File: config.mk
export PLATFORM = sky130hd
export DESIGN_NAME = sec_epoch_ctrl
export DESIGN_NICKNAME = d
export VERILOG_FILES = /design/src/rtl/sec_pkg.sv /design/src/rtl/sec_line_store.sv /design/src/rtl/sec_way_pick.sv /design/src/rtl/sec_tag_walker.sv /design/src/rtl/sec_epoch_ctrl.sv
export SDC_FILE = /design/constraint.sdc
export NUM_CORES = 1
export LEC_CHECK = 0
export BUFFER_PORTS_ARGS = -buffer_cell sky130_fd_sc_hd__clkbuf_2
export CORE_MARGIN = 5
export CORE_UTILIZATION = 65
export CTS_BUF_LIST = sky130_fd_sc_hd__clkbuf_16
export CTS_CLUSTER_DIAMETER = 150
export DETAILED_ROUTE_END_ITERATION = 10
export GPL_TIMING_DRIVEN = 1
export PLACE_DENSITY = 0.83
export SLEW_MARGIN = 20
export SYNTH_ARGS = -nofsm -noshare
export SYNTH_HDL_FRONTEND = slang
export SYNTH_SLANG_ARGS = --single-unit
File: constraint.sdc
create_clock -name clk -period 15.25 [get_ports clk]
set_clock_uncertainty 0.1 [all_clocks]
set_input_delay 4.575 -clock clk [delete_from_list [all_inputs] [get_ports clk]]
set_output_delay 4.575 -clock clk [all_outputs]
set_load 0.03 [all_outputs]
File: src/rtl/sec_pkg.sv
package sec_pkg;

  typedef enum logic [1:0] {
    ST_IDLE   = 2'd0,
    ST_WALK   = 2'd1,
    ST_REPLAY = 2'd2
  } ctl_state_e;

  localparam logic [1:0] EP_COMMITTED = 2'b00;
  localparam logic [1:0] EP_ID_A      = 2'b01;
  localparam logic [1:0] EP_ID_B      = 2'b10;
  localparam logic [1:0] EP_BOTH      = 2'b11;

  // The two speculative identifiers are one-hot, so the partner is the complement.
  function automatic logic [1:0] partner_id(input logic [1:0] id);
    return id ^ 2'b11;
  endfunction

  // A line is selected by a walk mask when its one-hot epoch bit is in the mask.
  function automatic logic ep_selected(input logic [1:0] ep, input logic [1:0] mask);
    return |(ep & mask);
  endfunction

endpackage

File: src/rtl/sec_line_store.sv
module sec_line_store #(
  parameter int SETS  = 4,
  parameter int WAYS  = 4,
  parameter int TAG_W = 6,
  localparam int SET_W  = $clog2(SETS),
  localparam int WAY_W  = $clog2(WAYS),
  localparam int LINE_W = $clog2(SETS * WAYS)
) (
  input  logic              clk,
  input  logic              rst_n,
  input  logic [SET_W-1:0]  rd_set,
  output logic [WAYS-1:0]   row_valid,
  output logic [WAYS-1:0]   row_dirty,
  output logic [1:0]        row_ep  [WAYS],
  output logic [TAG_W-1:0]  row_tag [WAYS],
  input  logic              wr_en,
  input  logic [SET_W-1:0]  wr_set,
  input  logic [WAY_W-1:0]  wr_way,
  input  logic              wr_dirty,
  input  logic [1:0]        wr_ep,
  input  logic [TAG_W-1:0]  wr_tag,
  input  logic              wk_en,
  input  logic [LINE_W-1:0] wk_idx,
  input  logic [1:0]        wk_mask,
  input  logic              wk_kill
);
  import sec_pkg::*;

  logic [WAYS-1:0]  v_q [SETS];
  logic [WAYS-1:0]  d_q [SETS];
  logic [1:0]       e_q [SETS][WAYS];
  logic [TAG_W-1:0] t_q [SETS][WAYS];

  logic [SET_W-1:0] wk_set;
  logic [WAY_W-1:0] wk_way;
  assign wk_set = wk_idx[LINE_W-1:WAY_W];
  assign wk_way = wk_idx[WAY_W-1:0];

  always_ff @(posedge clk or negedge rst_n) begin
    if (!rst_n) begin
      for (int s = 0; s < SETS; s++) begin
        v_q[s] <= '0;
        d_q[s] <= '0;
        for (int w = 0; w < WAYS; w++) begin
          e_q[s][w] <= EP_COMMITTED;
          t_q[s][w] <= '0;
        end
      end
    end else begin
      if (wr_en) begin
        v_q[wr_set][wr_way] <= 1'b1;
        d_q[wr_set][wr_way] <= wr_dirty;
        e_q[wr_set][wr_way] <= wr_ep;
        t_q[wr_set][wr_way] <= wr_tag;
      end
      if (wk_en && ep_selected(e_q[wk_set][wk_way], wk_mask)) begin
        e_q[wk_set][wk_way] <= EP_COMMITTED;
        if (wk_kill) begin
          v_q[wk_set][wk_way] <= 1'b0;
          d_q[wk_set][wk_way] <= 1'b0;
        end
      end
    end
  end

  assign row_valid = v_q[rd_set];
  assign row_dirty = d_q[rd_set];
  for (genvar w = 0; w < WAYS; w++) begin : g_row
    assign row_ep[w]  = e_q[rd_set][w];
    assign row_tag[w] = t_q[rd_set][w];
  end

endmodule

File: src/rtl/sec_way_pick.sv
module sec_way_pick #(
  parameter int WAYS  = 4,
  parameter int TAG_W = 6,
  localparam int WAY_W = $clog2(WAYS)
) (
  input  logic [WAYS-1:0]  row_valid,
  input  logic [WAYS-1:0]  row_dirty,
  input  logic [1:0]       row_ep  [WAYS],
  input  logic [TAG_W-1:0] row_tag [WAYS],
  input  logic [TAG_W-1:0] lk_tag,
  input  logic [1:0]       cur_id,
  output logic             hit,
  output logic [WAY_W-1:0] hit_way,
  output logic [1:0]       hit_ep,
  output logic             hit_dirty,
  output logic             vic_ok,
  output logic [WAY_W-1:0] vic_way,
  output logic             vic_dirty,
  output logic [WAY_W:0]   cur_owned
);
  import sec_pkg::*;

  logic             inv_f, com_f;
  logic [WAY_W-1:0] inv_w, com_w;

  always_comb begin
    hit       = 1'b0;
    hit_way   = '0;
    inv_f     = 1'b0;
    inv_w     = '0;
    com_f     = 1'b0;
    com_w     = '0;
    cur_owned = '0;
    // Descending scan so the lowest-numbered way wins each search.
    for (int w = WAYS - 1; w >= 0; w--) begin
      if (row_valid[w] && row_tag[w] == lk_tag) begin
        hit     = 1'b1;
        hit_way = WAY_W'(w);
      end
      if (!row_valid[w]) begin
        inv_f = 1'b1;
        inv_w = WAY_W'(w);
      end
      if (row_valid[w] && row_ep[w] == EP_COMMITTED) begin
        com_f = 1'b1;
        com_w = WAY_W'(w);
      end
      if (row_valid[w] && row_ep[w] == cur_id) cur_owned = cur_owned + 1'b1;
    end
  end

  assign hit_ep    = row_ep[hit_way];
  assign hit_dirty = row_dirty[hit_way];
  assign vic_ok    = inv_f | com_f;
  assign vic_way   = inv_f ? inv_w : com_w;
  assign vic_dirty = row_valid[vic_way] & row_dirty[vic_way];

endmodule

File: src/rtl/sec_tag_walker.sv
module sec_tag_walker #(
  parameter int LINES = 16,
  localparam int LINE_W = $clog2(LINES)
) (
  input  logic              clk,
  input  logic              rst_n,
  input  logic              start,
  input  logic [1:0]        start_mask,
  input  logic              start_kill,
  output logic              busy,
  output logic [LINE_W-1:0] idx,
  output logic [1:0]        mask,
  output logic              kill,
  output logic              last
);

  assign last = busy && (idx == LINE_W'(LINES - 1));

  always_ff @(posedge clk or negedge rst_n) begin
    if (!rst_n) begin
      busy <= 1'b0;
      idx  <= '0;
      mask <= '0;
      kill <= 1'b0;
    end else if (start) begin
      busy <= 1'b1;
      idx  <= '0;
      mask <= start_mask;
      kill <= start_kill;
    end else if (busy) begin
      if (last) busy <= 1'b0;
      else      idx  <= idx + 1'b1;
    end
  end

endmodule

File: src/rtl/sec_epoch_ctrl.sv
module sec_epoch_ctrl #(
  parameter int SETS  = 4,
  parameter int WAYS  = 4,
  parameter int TAG_W = 6,
  localparam int SET_W  = $clog2(SETS),
  localparam int WAY_W  = $clog2(WAYS),
  localparam int LINES  = SETS * WAYS,
  localparam int LINE_W = $clog2(LINES),
  localparam int CNT_W  = $clog2(LINES + 1),
  localparam int HALF   = LINES / 2,
  localparam int CAP    = WAYS / 2
) (
  input  logic             clk,
  input  logic             rst_n,
  input  logic             req_valid,
  output logic             req_ready,
  input  logic             req_write,
  input  logic [SET_W-1:0] req_set,
  input  logic [TAG_W-1:0] req_tag,
  input  logic             sys_req,
  input  logic             rollback_req,
  output logic             resp_valid,
  output logic             resp_hit,
  output logic [WAY_W-1:0] resp_way,
  output logic             resp_wb,
  output logic             resp_commit,
  output logic [1:0]       resp_epoch,
  output logic [1:0]       cur_epoch,
  output logic [CNT_W-1:0] cnt_cur,
  output logic [CNT_W-1:0] cnt_old
);
  import sec_pkg::*;

  ctl_state_e       state_q;
  logic [1:0]       cur_q;
  logic [CNT_W-1:0] cnt_a_q, cnt_b_q;
  logic             pend_v_q, pend_wr_q, seen_q;
  logic [SET_W-1:0] pend_set_q;
  logic [TAG_W-1:0] pend_tag_q;
  logic             resp_wr_q;

  // Request selection: a fresh request in idle, the parked one after a walk.
  logic             idle, idle_rb, idle_sys, act_fire, act_wr;
  logic [SET_W-1:0] act_set;
  logic [TAG_W-1:0] act_tag;

  assign idle      = (state_q == ST_IDLE);
  assign idle_rb   = idle && rollback_req;
  assign idle_sys  = idle && sys_req && !rollback_req;
  assign req_ready = idle && !rollback_req && !sys_req;
  assign act_fire  = (req_ready && req_valid) || (state_q == ST_REPLAY);
  assign act_wr    = idle ? req_write : pend_wr_q;
  assign act_set   = idle ? req_set   : pend_set_q;
  assign act_tag   = idle ? req_tag   : pend_tag_q;

  // Line store and way selection
  logic [WAYS-1:0]  row_valid, row_dirty;
  logic [1:0]       row_ep  [WAYS];
  logic [TAG_W-1:0] row_tag [WAYS];
  logic             hit, hit_dirty, vic_ok, vic_dirty;
  logic [WAY_W-1:0] hit_way, vic_way;
  logic [1:0]       hit_ep;
  logic [WAY_W:0]   cur_owned;

  // Named decision events (also observed by the checker)
  logic             need_commit, upd_en, upd_dirty, d_wb, d_inc, reach;
  logic [WAY_W-1:0] upd_way;
  logic [1:0]       upd_ep, older;
  logic             do_resp, start_older, wk_start;
  logic [1:0]       wk_start_mask;
  logic             wk_busy, wk_kill, wk_last;
  logic [LINE_W-1:0] wk_idx;
  logic [1:0]       wk_mask;
  logic [CNT_W-1:0] cur_cnt_now;

  sec_line_store #(.SETS(SETS), .WAYS(WAYS), .TAG_W(TAG_W)) u_store (
    .clk(clk), .rst_n(rst_n), .rd_set(act_set),
    .row_valid(row_valid), .row_dirty(row_dirty), .row_ep(row_ep), .row_tag(row_tag),
    .wr_en(upd_en), .wr_set(act_set), .wr_way(upd_way), .wr_dirty(upd_dirty),
    .wr_ep(upd_ep), .wr_tag(act_tag),
    .wk_en(wk_busy), .wk_idx(wk_idx), .wk_mask(wk_mask), .wk_kill(wk_kill)
  );

  sec_way_pick #(.WAYS(WAYS), .TAG_W(TAG_W)) u_pick (
    .row_valid(row_valid), .row_dirty(row_dirty), .row_ep(row_ep), .row_tag(row_tag),
    .lk_tag(act_tag), .cur_id(cur_q),
    .hit(hit), .hit_way(hit_way), .hit_ep(hit_ep), .hit_dirty(hit_dirty),
    .vic_ok(vic_ok), .vic_way(vic_way), .vic_dirty(vic_dirty), .cur_owned(cur_owned)
  );

  assign older       = partner_id(cur_q);
  assign cur_cnt_now = (cur_q == EP_ID_A) ? cnt_a_q : cnt_b_q;

  always_comb begin
    need_commit = 1'b0;
    upd_en      = 1'b0;
    upd_way     = hit ? hit_way : vic_way;
    upd_dirty   = 1'b0;
    upd_ep      = EP_COMMITTED;
    d_wb        = 1'b0;
    d_inc       = 1'b0;
    if (act_fire) begin
      if (act_wr) begin
        if (hit && hit_ep == cur_q) begin
          upd_en    = 1'b1;
          upd_dirty = 1'b1;
          upd_ep    = cur_q;
        end else if ((hit && hit_ep != EP_COMMITTED) || cur_owned >= (WAY_W+1)'(CAP)
                     || (!hit && !vic_ok)) begin
          need_commit = 1'b1;
        end else begin
          upd_en    = 1'b1;
          upd_dirty = 1'b1;
          upd_ep    = cur_q;
          d_wb      = hit ? hit_dirty : vic_dirty;
          d_inc     = 1'b1;
        end
      end else if (!hit) begin
        if (!vic_ok) need_commit = 1'b1;
        else begin
          upd_en = 1'b1;
          d_wb   = vic_dirty;
        end
      end
    end
  end

  assign reach         = d_inc && (cur_cnt_now + 1'b1 == CNT_W'(HALF));
  assign do_resp       = act_fire && !need_commit;
  assign start_older   = act_fire && (need_commit || reach);
  assign wk_start      = start_older || idle_rb || idle_sys;
  assign wk_start_mask = start_older ? older : EP_BOTH;

  sec_tag_walker #(.LINES(LINES)) u_walk (
    .clk(clk), .rst_n(rst_n), .start(wk_start), .start_mask(wk_start_mask),
    .start_kill(idle_rb), .busy(wk_busy), .idx(wk_idx), .mask(wk_mask),
    .kill(wk_kill), .last(wk_last)
  );

  always_ff @(posedge clk or negedge rst_n) begin
    if (!rst_n) begin
      state_q    <= ST_IDLE;
      cur_q      <= EP_ID_A;
      cnt_a_q    <= '0;
      cnt_b_q    <= '0;
      pend_v_q   <= 1'b0;
      pend_wr_q  <= 1'b0;
      pend_set_q <= '0;
      pend_tag_q <= '0;
      seen_q     <= 1'b0;
      resp_valid <= 1'b0;
      resp_hit   <= 1'b0;
      resp_way   <= '0;
      resp_wb    <= 1'b0;
      resp_commit <= 1'b0;
      resp_epoch <= EP_COMMITTED;
      resp_wr_q  <= 1'b0;
    end else begin
      if (wk_start)                         state_q <= ST_WALK;
      else if (state_q == ST_WALK && wk_last) state_q <= pend_v_q ? ST_REPLAY : ST_IDLE;
      else if (state_q == ST_REPLAY)        state_q <= ST_IDLE;

      if (act_fire && need_commit) begin
        pend_v_q   <= 1'b1;
        pend_wr_q  <= act_wr;
        pend_set_q <= act_set;
        pend_tag_q <= act_tag;
        seen_q     <= 1'b1;
      end else if (do_resp) begin
        pend_v_q <= 1'b0;
        seen_q   <= 1'b0;
      end

      resp_valid <= do_resp;
      if (do_resp) begin
        resp_hit    <= hit;
        resp_way    <= upd_way;
        resp_wb     <= d_wb;
        resp_commit <= seen_q | reach;
        resp_epoch  <= upd_en ? upd_ep : hit_ep;
        resp_wr_q   <= act_wr;
      end

      if (idle_rb || idle_sys) begin
        cnt_a_q <= '0;
        cnt_b_q <= '0;
      end else begin
        if (do_resp && d_inc) begin
          if (cur_q == EP_ID_A) cnt_a_q <= cnt_a_q + 1'b1;
          else                  cnt_b_q <= cnt_b_q + 1'b1;
        end
        if (start_older) begin
          cur_q <= older;
          if (older == EP_ID_A) cnt_a_q <= '0;
          else                  cnt_b_q <= '0;
        end
      end
    end
  end

  assign cur_epoch = cur_q;
  assign cnt_cur   = cur_cnt_now;
  assign cnt_old   = (cur_q == EP_ID_A) ? cnt_b_q : cnt_a_q;

endmodule

==> results of run 1 <==
## power by group through the flow
| stage | combinational [mW] | clock, mW | sequential, mW |
|---|---|---|---|
| global route | 0.932 | 0.481 | 0.725 |
| global placement | 0.822 | 0 | 0.715 |
| floorplan | 0.625 | 0 | 0.690 |
| CTS | 0.843 | 0.458 | 0.710 |
| detailed placement | 0.836 | 0 | 0.718 |
| finish | 0.866 | 0.455 | 0.715 |
## flip-flops by register name, indices dropped and copies added (netlist names), 2 cells and up
| signal | cells |
|---|---|
| cur_epoch | 2 |
| resp_epoch | 2 |
| u_store.t_q | 96 |
| pend_tag_q | 6 |
| state_q | 2 |
| cnt_b_q | 5 |
| u_store.d_q | 16 |
| u_store.e_q | 32 |
| u_walk.idx | 4 |
| resp_way | 2 |
| cnt_a_q | 5 |
| u_walk.mask | 2 |
| u_store.v_q | 16 |
| pend_set_q | 2 |
## area by class of cell
cell class | count | area [sq um] | area share
multi-input combinational | 883 | 6540 | 0.509
tap | 229 | 287 | 0.0223
clock buffer | 17 | 425 | 0.0331
inverter | 26 | 97.6 | 0.00760
sequential | 200 | 5010 | 0.390
timing repair buffer | 53 | 325 | 0.0253
clock inverter | 15 | 163 | 0.0127
## critical path: stages
cell and delay (ns):
clkbuf_2 0.09, nor3b_2 0.15, buf_4 0.24, nor2_8 0.48, buf_4 0.50, mux4_2 0.67, o311ai_1 0.12, a211o_1 0.28
o21ai_0 0.14, a21oi_1 0.66, o211a_1 0.27, nor4_2 0.05, buf_4 0.22, o211ai_1 0.85, o21ai_1 0.14, buf_4 0.26
or3b_2 0.47
## kinds of logic (layout without fill, tap and decap cells)
group                      after synthesis  after routing  synth area share
AOI/OAI and AO/OA                      226            226             0.125
xor gates and xnor gates                46             46            0.0337
adders and majority gates                9              9           0.00942
buffers and inverters                   99            111            0.0376
DFF                                    200            200             0.419
muxes                                  212            212             0.203
and+or+nand+nor                        390            390             0.173
## worst max-delay path by stage
stage	start	to	cells past startpoint
6_report	req_set[0]	state_q[0]$_DFFE_PN0P_	17
5_1_grt	req_set[0]	state_q[0]$_DFFE_PN0P_	18
4_1_cts	rollback_req	req_ready	3
3_5_place_dp	req_set[0]	state_q[0]$_DFFE_PN0P_	18
3_3_place_gp	req_set[0]	state_q[0]$_DFFE_PN0P_	18
2_1_floorplan	rollback_req	req_ready	1
## synth_stat cells, types with 24 or more instances
library cell and number:
a21oi_1 59, clkbuf_1 38, mux2_2 96, o21ai_0 63
nand2_1 134, xnor2_1 35, nor2_1 34, inv_1 26
nand3_1 83, dfrtp_1 199, and3_1 24, mux2i_1 88
## metal layers
| layer | track usage | vias to the layer above | share of wire |
|---|---|---|---|
| met2 | 0.474 | 580 | 0.46 |
| met5 | 0 | - | 0 |
| li1 | - | 4304 | - |
| met4 | 0.121 | 0 | 0.035 |
| met1 | 0.418 | 4760 | 0.40 |
| met3 | 0.0751 | 95 | 0.10 |
## through the flow
step	util	power (mW)	cells	instance area, sq um
floorplan	-	1.32	1182	12000
finish	0.712	2.04	1423	12800
CTS	0.712	2.01	1423	12800
global placement	0.679	1.54	1391	12200
global route	0.712	2.14	1423	12800
detailed placement	0.679	1.55	1391	12200
==> results.txt, run 1 <==
RSZ-0062 raised after global routing: false
H-tree levels: 4
CP Class: in -> reg
First-pass GRT wire length: 52600 um
Outcome: finished, final reports clean
Most common cell after layout, fill and taps aside: dfrtp_1
Avg Inst Size Synth: 10.1 sq um
Layout net count: 1204
Peak supply drop: 165 uV
Post-synth cell types: 76
Reg2Reg Setup Slack: 8.50 ns
Clk pwr share: 0.223
Cell Int Power: 1.15 mW
Port buffer count: 34
Net Sw Frac: 0.436
HPWL after DPL: 22000 um
Syn-to-layout area delta: 7.41%
Syn Inst Count: 1182
RR Endpoint: state_q[0]$_DFFE_PN0P_
Yosys reg bits: 200
Fin crit share: 0.657
GRT Overall Usage: 0.306
Die Y-Extent: 146 um
Inserted Clock Buffers: 17
Largest net degree at the start of global routing: 121
Hold Path Class: reg -> reg
Reg power frac: 0.351
Pre-CTS setup slack: 4.88 ns
Most common flop cell mapped by yosys: dfrtp_1
# setup viols final: 0
Core Rows: 49
CTS resizes: 0
Detailed Route WL: 32200 um
Root buffer cell: clkbuf_16
Worst Setup Start Kind: primary input
Remaining Overflow, GRT: 0
Crit Path Max Fanout: 33
Final Max Slew Viols: 0
Gpl congestion: 0.994
# Max-Cap Violations: 0
R2r worst-path depth: 15
Most frequent cells in the layout: dfrtp_1, nand2_1, mux2_2
Average wire per standard cell: 22.7 um
Lkg Pwr: 6.08 nW
I/O Pins: 35
Initial antenna violation count: 0
Vias in the first global route: 9537
Vias/cell: 6.84
Fin worst setup slack: 5.24 ns
Setup bufs post-CTS: 0
Die area: 21200 sq um
Layout cell share with drive strength beyond 1: 0.195
Sw Pwr: 0.888 mW
Tightest Pin Transition: 1.09 ns
First-pass detailed-route iteration total: 6
Worst setup EP type: flop
Via count: 9739
Worst-Skew Late Latency: 0.45 ns
Worst endpoint required time: 15.47 ns
Hold Buf Count CTS: 0
CTS Sinks: 200
YS warnings: 0
Hold depth: 1
Core Footprint: 18000 sq um
Sequential area share after synthesis: 0.419
Hold_sp: resp_hit$_DFFE_PN0N_
Power per Cell Area: 159 nW/um^2
Die width: 146 um
Top cell type by total area after synthesis: dfrtp_1
Clock Pin Slew Worst Setup and Hold Paths: 0.07 ns
Detail Route Antenna Nets: 0
CTS tree: done
Setup Total Neg Slack: 0 ns
CTS max path bufs: 2
Final Hold Slack: 0.388 ns
Initial core utilization: 0.663
Fin crit period: 10.01 ns
Number of synthesized flops with an enable pin: 0
Starting DRT DRC Count: 1180
Max transition margin: 0.275
Antenna cell count: 0
Filler cells: 1306
Gate power share: 0.425
Async SR Flop Fraction: 1.00
Max Freq: 0.0999 GHz
DR DRC count: 0
WP data arrival: 10.23 ns
Syn Nets: 1205
Top-area cell type share of the netlist area: 0.417
Worst hold path endpoint: resp_hit$_DFFE_PN0N_
Reg2reg start: state_q[0]$_DFFE_PN0P_
Synth area leaders: dfrtp_1, mux2_2, mux2i_1, nand2_1, nand3_1
Final Hold Viols: 0
Syn Std Cell Area: 12000 sq um
Note: power is estimated with default switching activity, not from simulation.
==> run 2, diff against run 1 <==
- ABC_AREA: not set -> 1
- CORE_UTILIZATION: 65 -> 57
- PLACE_DENSITY: 0.83 -> 0.77
- clock period: 15.25 -> 8.5 ns (I/O delays scaled with it)
==> results.txt, run 2 <==
Outcome: finished, final reports clean
Root buffer cell: clkbuf_16
GRT Overall Usage: 0.272 (-0.0340)
Largest register FFs: 96 (unchanged)
Largest net degree at the start of global routing: 95 (-21%)
Vias/cell: 5.65 (-17%)
Worst-Skew Late Latency: 0.45 ns (about the same)
I/O Pins: 35 (unchanged)
Syn Std Cell Area: 11500 sq um (-3.8%)
Layout cell share with drive strength beyond 1: 0.0960 (-0.0991)
CP Class: in -> reg
Net Sw Frac: 0.502 (+0.0652)
Antenna cell count: 0 (unchanged)
Filler cells: 1829 (+40%)
First-pass GRT wire length: 51500 um (-2.2%)
Avg Inst Size Synth: 7.27 sq um (-28%)
Gate power share: 0.515 (+0.090)
Gpl congestion: 0.922 (-7.2%)
CTS resizes: 0 (unchanged)
Via count: 10500 (+8.0%)
Most common cell after layout, fill and taps aside: nand2_1
Die width: 152 um (+4.4%)
Final Max Slew Viols: 0 (unchanged)
# setup viols final: 0 (unchanged)
Reg2Reg Setup Slack: 2.84 ns (-5.66 ns)
CTS Sinks: 200 (unchanged)
Reg2reg start: state_q[0]$_DFFE_PN0P_
Max transition margin: 0.391 (+0.117)
Port buffer count: 34 (unchanged)
Placed insts: 1831 (+32%)
Largest regs: u_store.t_q x96, u_store.e_q x32
Commonest cells post-synth: nand2_1, dfrtp_1, nor2_1, inv_1, o21ai_1
Max Freq: 0.143 GHz
Worst endpoint required time: 8.72 ns (-6.75 ns)
Top-area cell type share of the netlist area: 0.433 (+0.0166)
Average wire per standard cell: 16.9 um (-25%)
Footprint of the multi-input gates: 5480 sq um (-16%)
Starting DRT DRC Count: 1074 (-9.0%)
Hold Path Class: reg -> reg
Sequential area share after synthesis: 0.436 (+0.0167)
Clk pwr share: 0.200 (-0.023)
Fin crit share: 0.822
Core Footprint: 20000 sq um (+11%)
Fin crit period: 6.99 ns
Cell Int Power: 2.05 mW (+79%)
Final Hold Viols: 0 (unchanged)
Detailed Route WL: 31500 um (-2.4%)
Syn Nets: 1604 (+33%)
Async SR Flop Fraction: 1.00 (unchanged)
Vias in the first global route: 9849 (+3.3%)
Total power: 4.12 mW (+100%)
Hold depth: 2 (+1)
Layout Cells excl Fill: 1863 (+31%)
Crit Path Max Fanout: 32 (-3.0%)
Initial antenna violation count: 0 (unchanged)
Worst setup EP type: flop
Die area: 23100 sq um (+9.0%)
Worst Setup Start Kind: primary input
Core Rows: 52 (+6.1%)
CTS tree: done
Sw Pwr: 2.07 mW (+130%)
Initial core utilization: 0.574 (-0.0896)
Hold_sp: resp_way[0]$_DFFE_PN0N_
Most common flop cell mapped by yosys: dfrtp_1
Hold Buf Count CTS: 0 (unchanged)
RR Endpoint: state_q[0]$_DFFE_PN0P_
RSZ-0062 raised after global routing: false
Setup Total Neg Slack: 0 ns (unchanged)
Die Y-Extent: 152 um (+4.4%)
Syn-to-layout area delta: 7.10%
HPWL after DPL: 21700 um (-1.1%)
WP data arrival: 7.21 ns (-3.02 ns)
R2r worst-path depth: 22 (+7)
H-tree levels: 4 (unchanged)
Lkg Pwr: 6.32 nW (+3.9%)
Clock Pin Slew Worst Setup and Hold Paths: 0.08 ns (about the same)
Tightest Pin Transition: 0.909 ns (-0.178 ns)
Post-synth cell types: 52 (-32%)
Peak supply drop: 252 uV (+52%)
Worst hold path endpoint: resp_way[0]$_DFFE_PN0N_
# Max-Cap Violations: 0 (unchanged)
Detail Route Antenna Nets: 0 (unchanged)
Setup bufs post-CTS: 0 (unchanged)
YS warnings: 0 (unchanged)
First-pass detailed-route iteration total: 6 (unchanged)
Inserted Clock Buffers: 17 (unchanged)
Syn Inst Count: 1581 (+34%)
Biggest register: u_store.t_q
Most frequent cells in the layout: nand2_1, dfrtp_1, nor2_1
Yosys reg bits: 200 (unchanged)
Top cell type by total area after synthesis: dfrtp_1
DR DRC count: 0 (unchanged)
Register Area: 5010 sq um (unchanged)
Power per Cell Area: 335 nW/um^2 (+110%)
Layout net count: 1603 (+33%)
CTS max path bufs: 2 (unchanged)
Number of synthesized flops with an enable pin: 0 (unchanged)
Synth area leaders: dfrtp_1, nand2_1, nor2_1, inv_1, o21ai_1
Top-count cell post-synth: nand2_1
Reg power frac: 0.285 (-0.066)
Remaining Overflow, GRT: 0 (unchanged)
==> run 2: cell types whose count changed after synthesis, sizes merged, moves of 14 or more <==
cell / previous run / this run
nand2: 141 / 553
inv: 26 / 165
nor2: 45 / 163
mux2: 111 / 0
o21ai: 68 / 170
mux2i: 88 / 0
xnor2: 35 / 2
and3: 24 / 1
a211oi: 16 / 0
clkbuf: 38 / 22
o22ai: 1 / 17
nand3: 84 / 98
==> run 2: worst max-delay path, stage by stage <==
cell and delay (ns):
clkbuf_2 0.10, inv_1 0.06, nand2_4 0.10, nand2_4 0.23
nor2_2 0.75, a21oi_1 0.15, o21ai_1 0.25, xor2_1 0.11
nor3_1 0.29, ha_1 0.32, xnor2_1 0.18, ha_1 0.25
nand2_1 0.06, o21ai_0 0.08, nor2_1 0.15, nand3_1 0.09
nand2_1 0.11, nand2_1 0.07, nand3_1 0.47, nand3_2 0.51
inv_1 0.22, nand2_1 0.09
==> run 2: area by class of cell <==
cell class              instances  share of cell area
inverters                     167              0.0509
clock buffers                  17              0.0346
clock inverters                15              0.0138
multi-input cells            1149               0.445
repair buffers                 45              0.0212
flip-flops and latches        200               0.407
well taps                     270              0.0274
==> run 2: metal layers <==
layer  up-vias  GRT usage  routed length, um
met2       501      0.411              13900
met3        83     0.0523               2960
met1      4880      0.386              13400
met4         0      0.113               1190
met5         -          0                  0
li1       5056          -                  -
==> run 2: logic make-up after synthesis <==
| group | synth area share |
|---|---|
| adder cells (fa/ha/maj) | 0.00980 |
| AND/OR/NAND/NOR | 0.320 |
| flip-flops | 0.436 |
| buffers and inverters | 0.0885 |
| AO/OA/AOI/OAI | 0.136 |
| XOR/XNOR | 0.00991 |
==> run 2: power by group through the flow <==
stage | logic [mW] | clock network [mW] | registers [mW]
finish | 2.12 | 0.822 | 1.17
global route | 2.34 | 0.870 | 1.19
CTS | 2.08 | 0.829 | 1.17
detailed placement | 2.06 | 0 | 1.19
global placement | 2.04 | 0 | 1.19
floorplan | 1.57 | 0 | 1.19
==> run 2: per-stage QoR <==
step,hold WS (ns),setup WS (ns),util,instance area (sq um)
CTS,0.391,1.63,0.614,12300
global route,0.412,1.10,0.614,12300
global placement,0.362,1.40,0.585,11700
detailed placement,0.369,1.22,0.585,11700
floorplan,0.348,2.55,-,11500
finish,0.383,1.51,0.614,12300
==> run 2: how the worst max path moves through the flow <==
stage / from / end / depth (start not counted)
2_1_floorplan: req_set[0] / u_store.t_q[16]$_DFFE_PN0P_ / 25
3_3_place_gp: req_set[0] / u_walk.mask[1]$_DFFE_PN0P_ / 22
3_5_place_dp: req_set[0] / u_walk.mask[0]$_DFFE_PN0P_ / 22
4_1_cts: req_set[0] / state_q[0]$_DFFE_PN0P_ / 22
5_1_grt: req_set[0] / state_q[0]$_DFFE_PN0P_ / 22
6_report: req_set[0] / state_q[0]$_DFFE_PN0P_ / 22
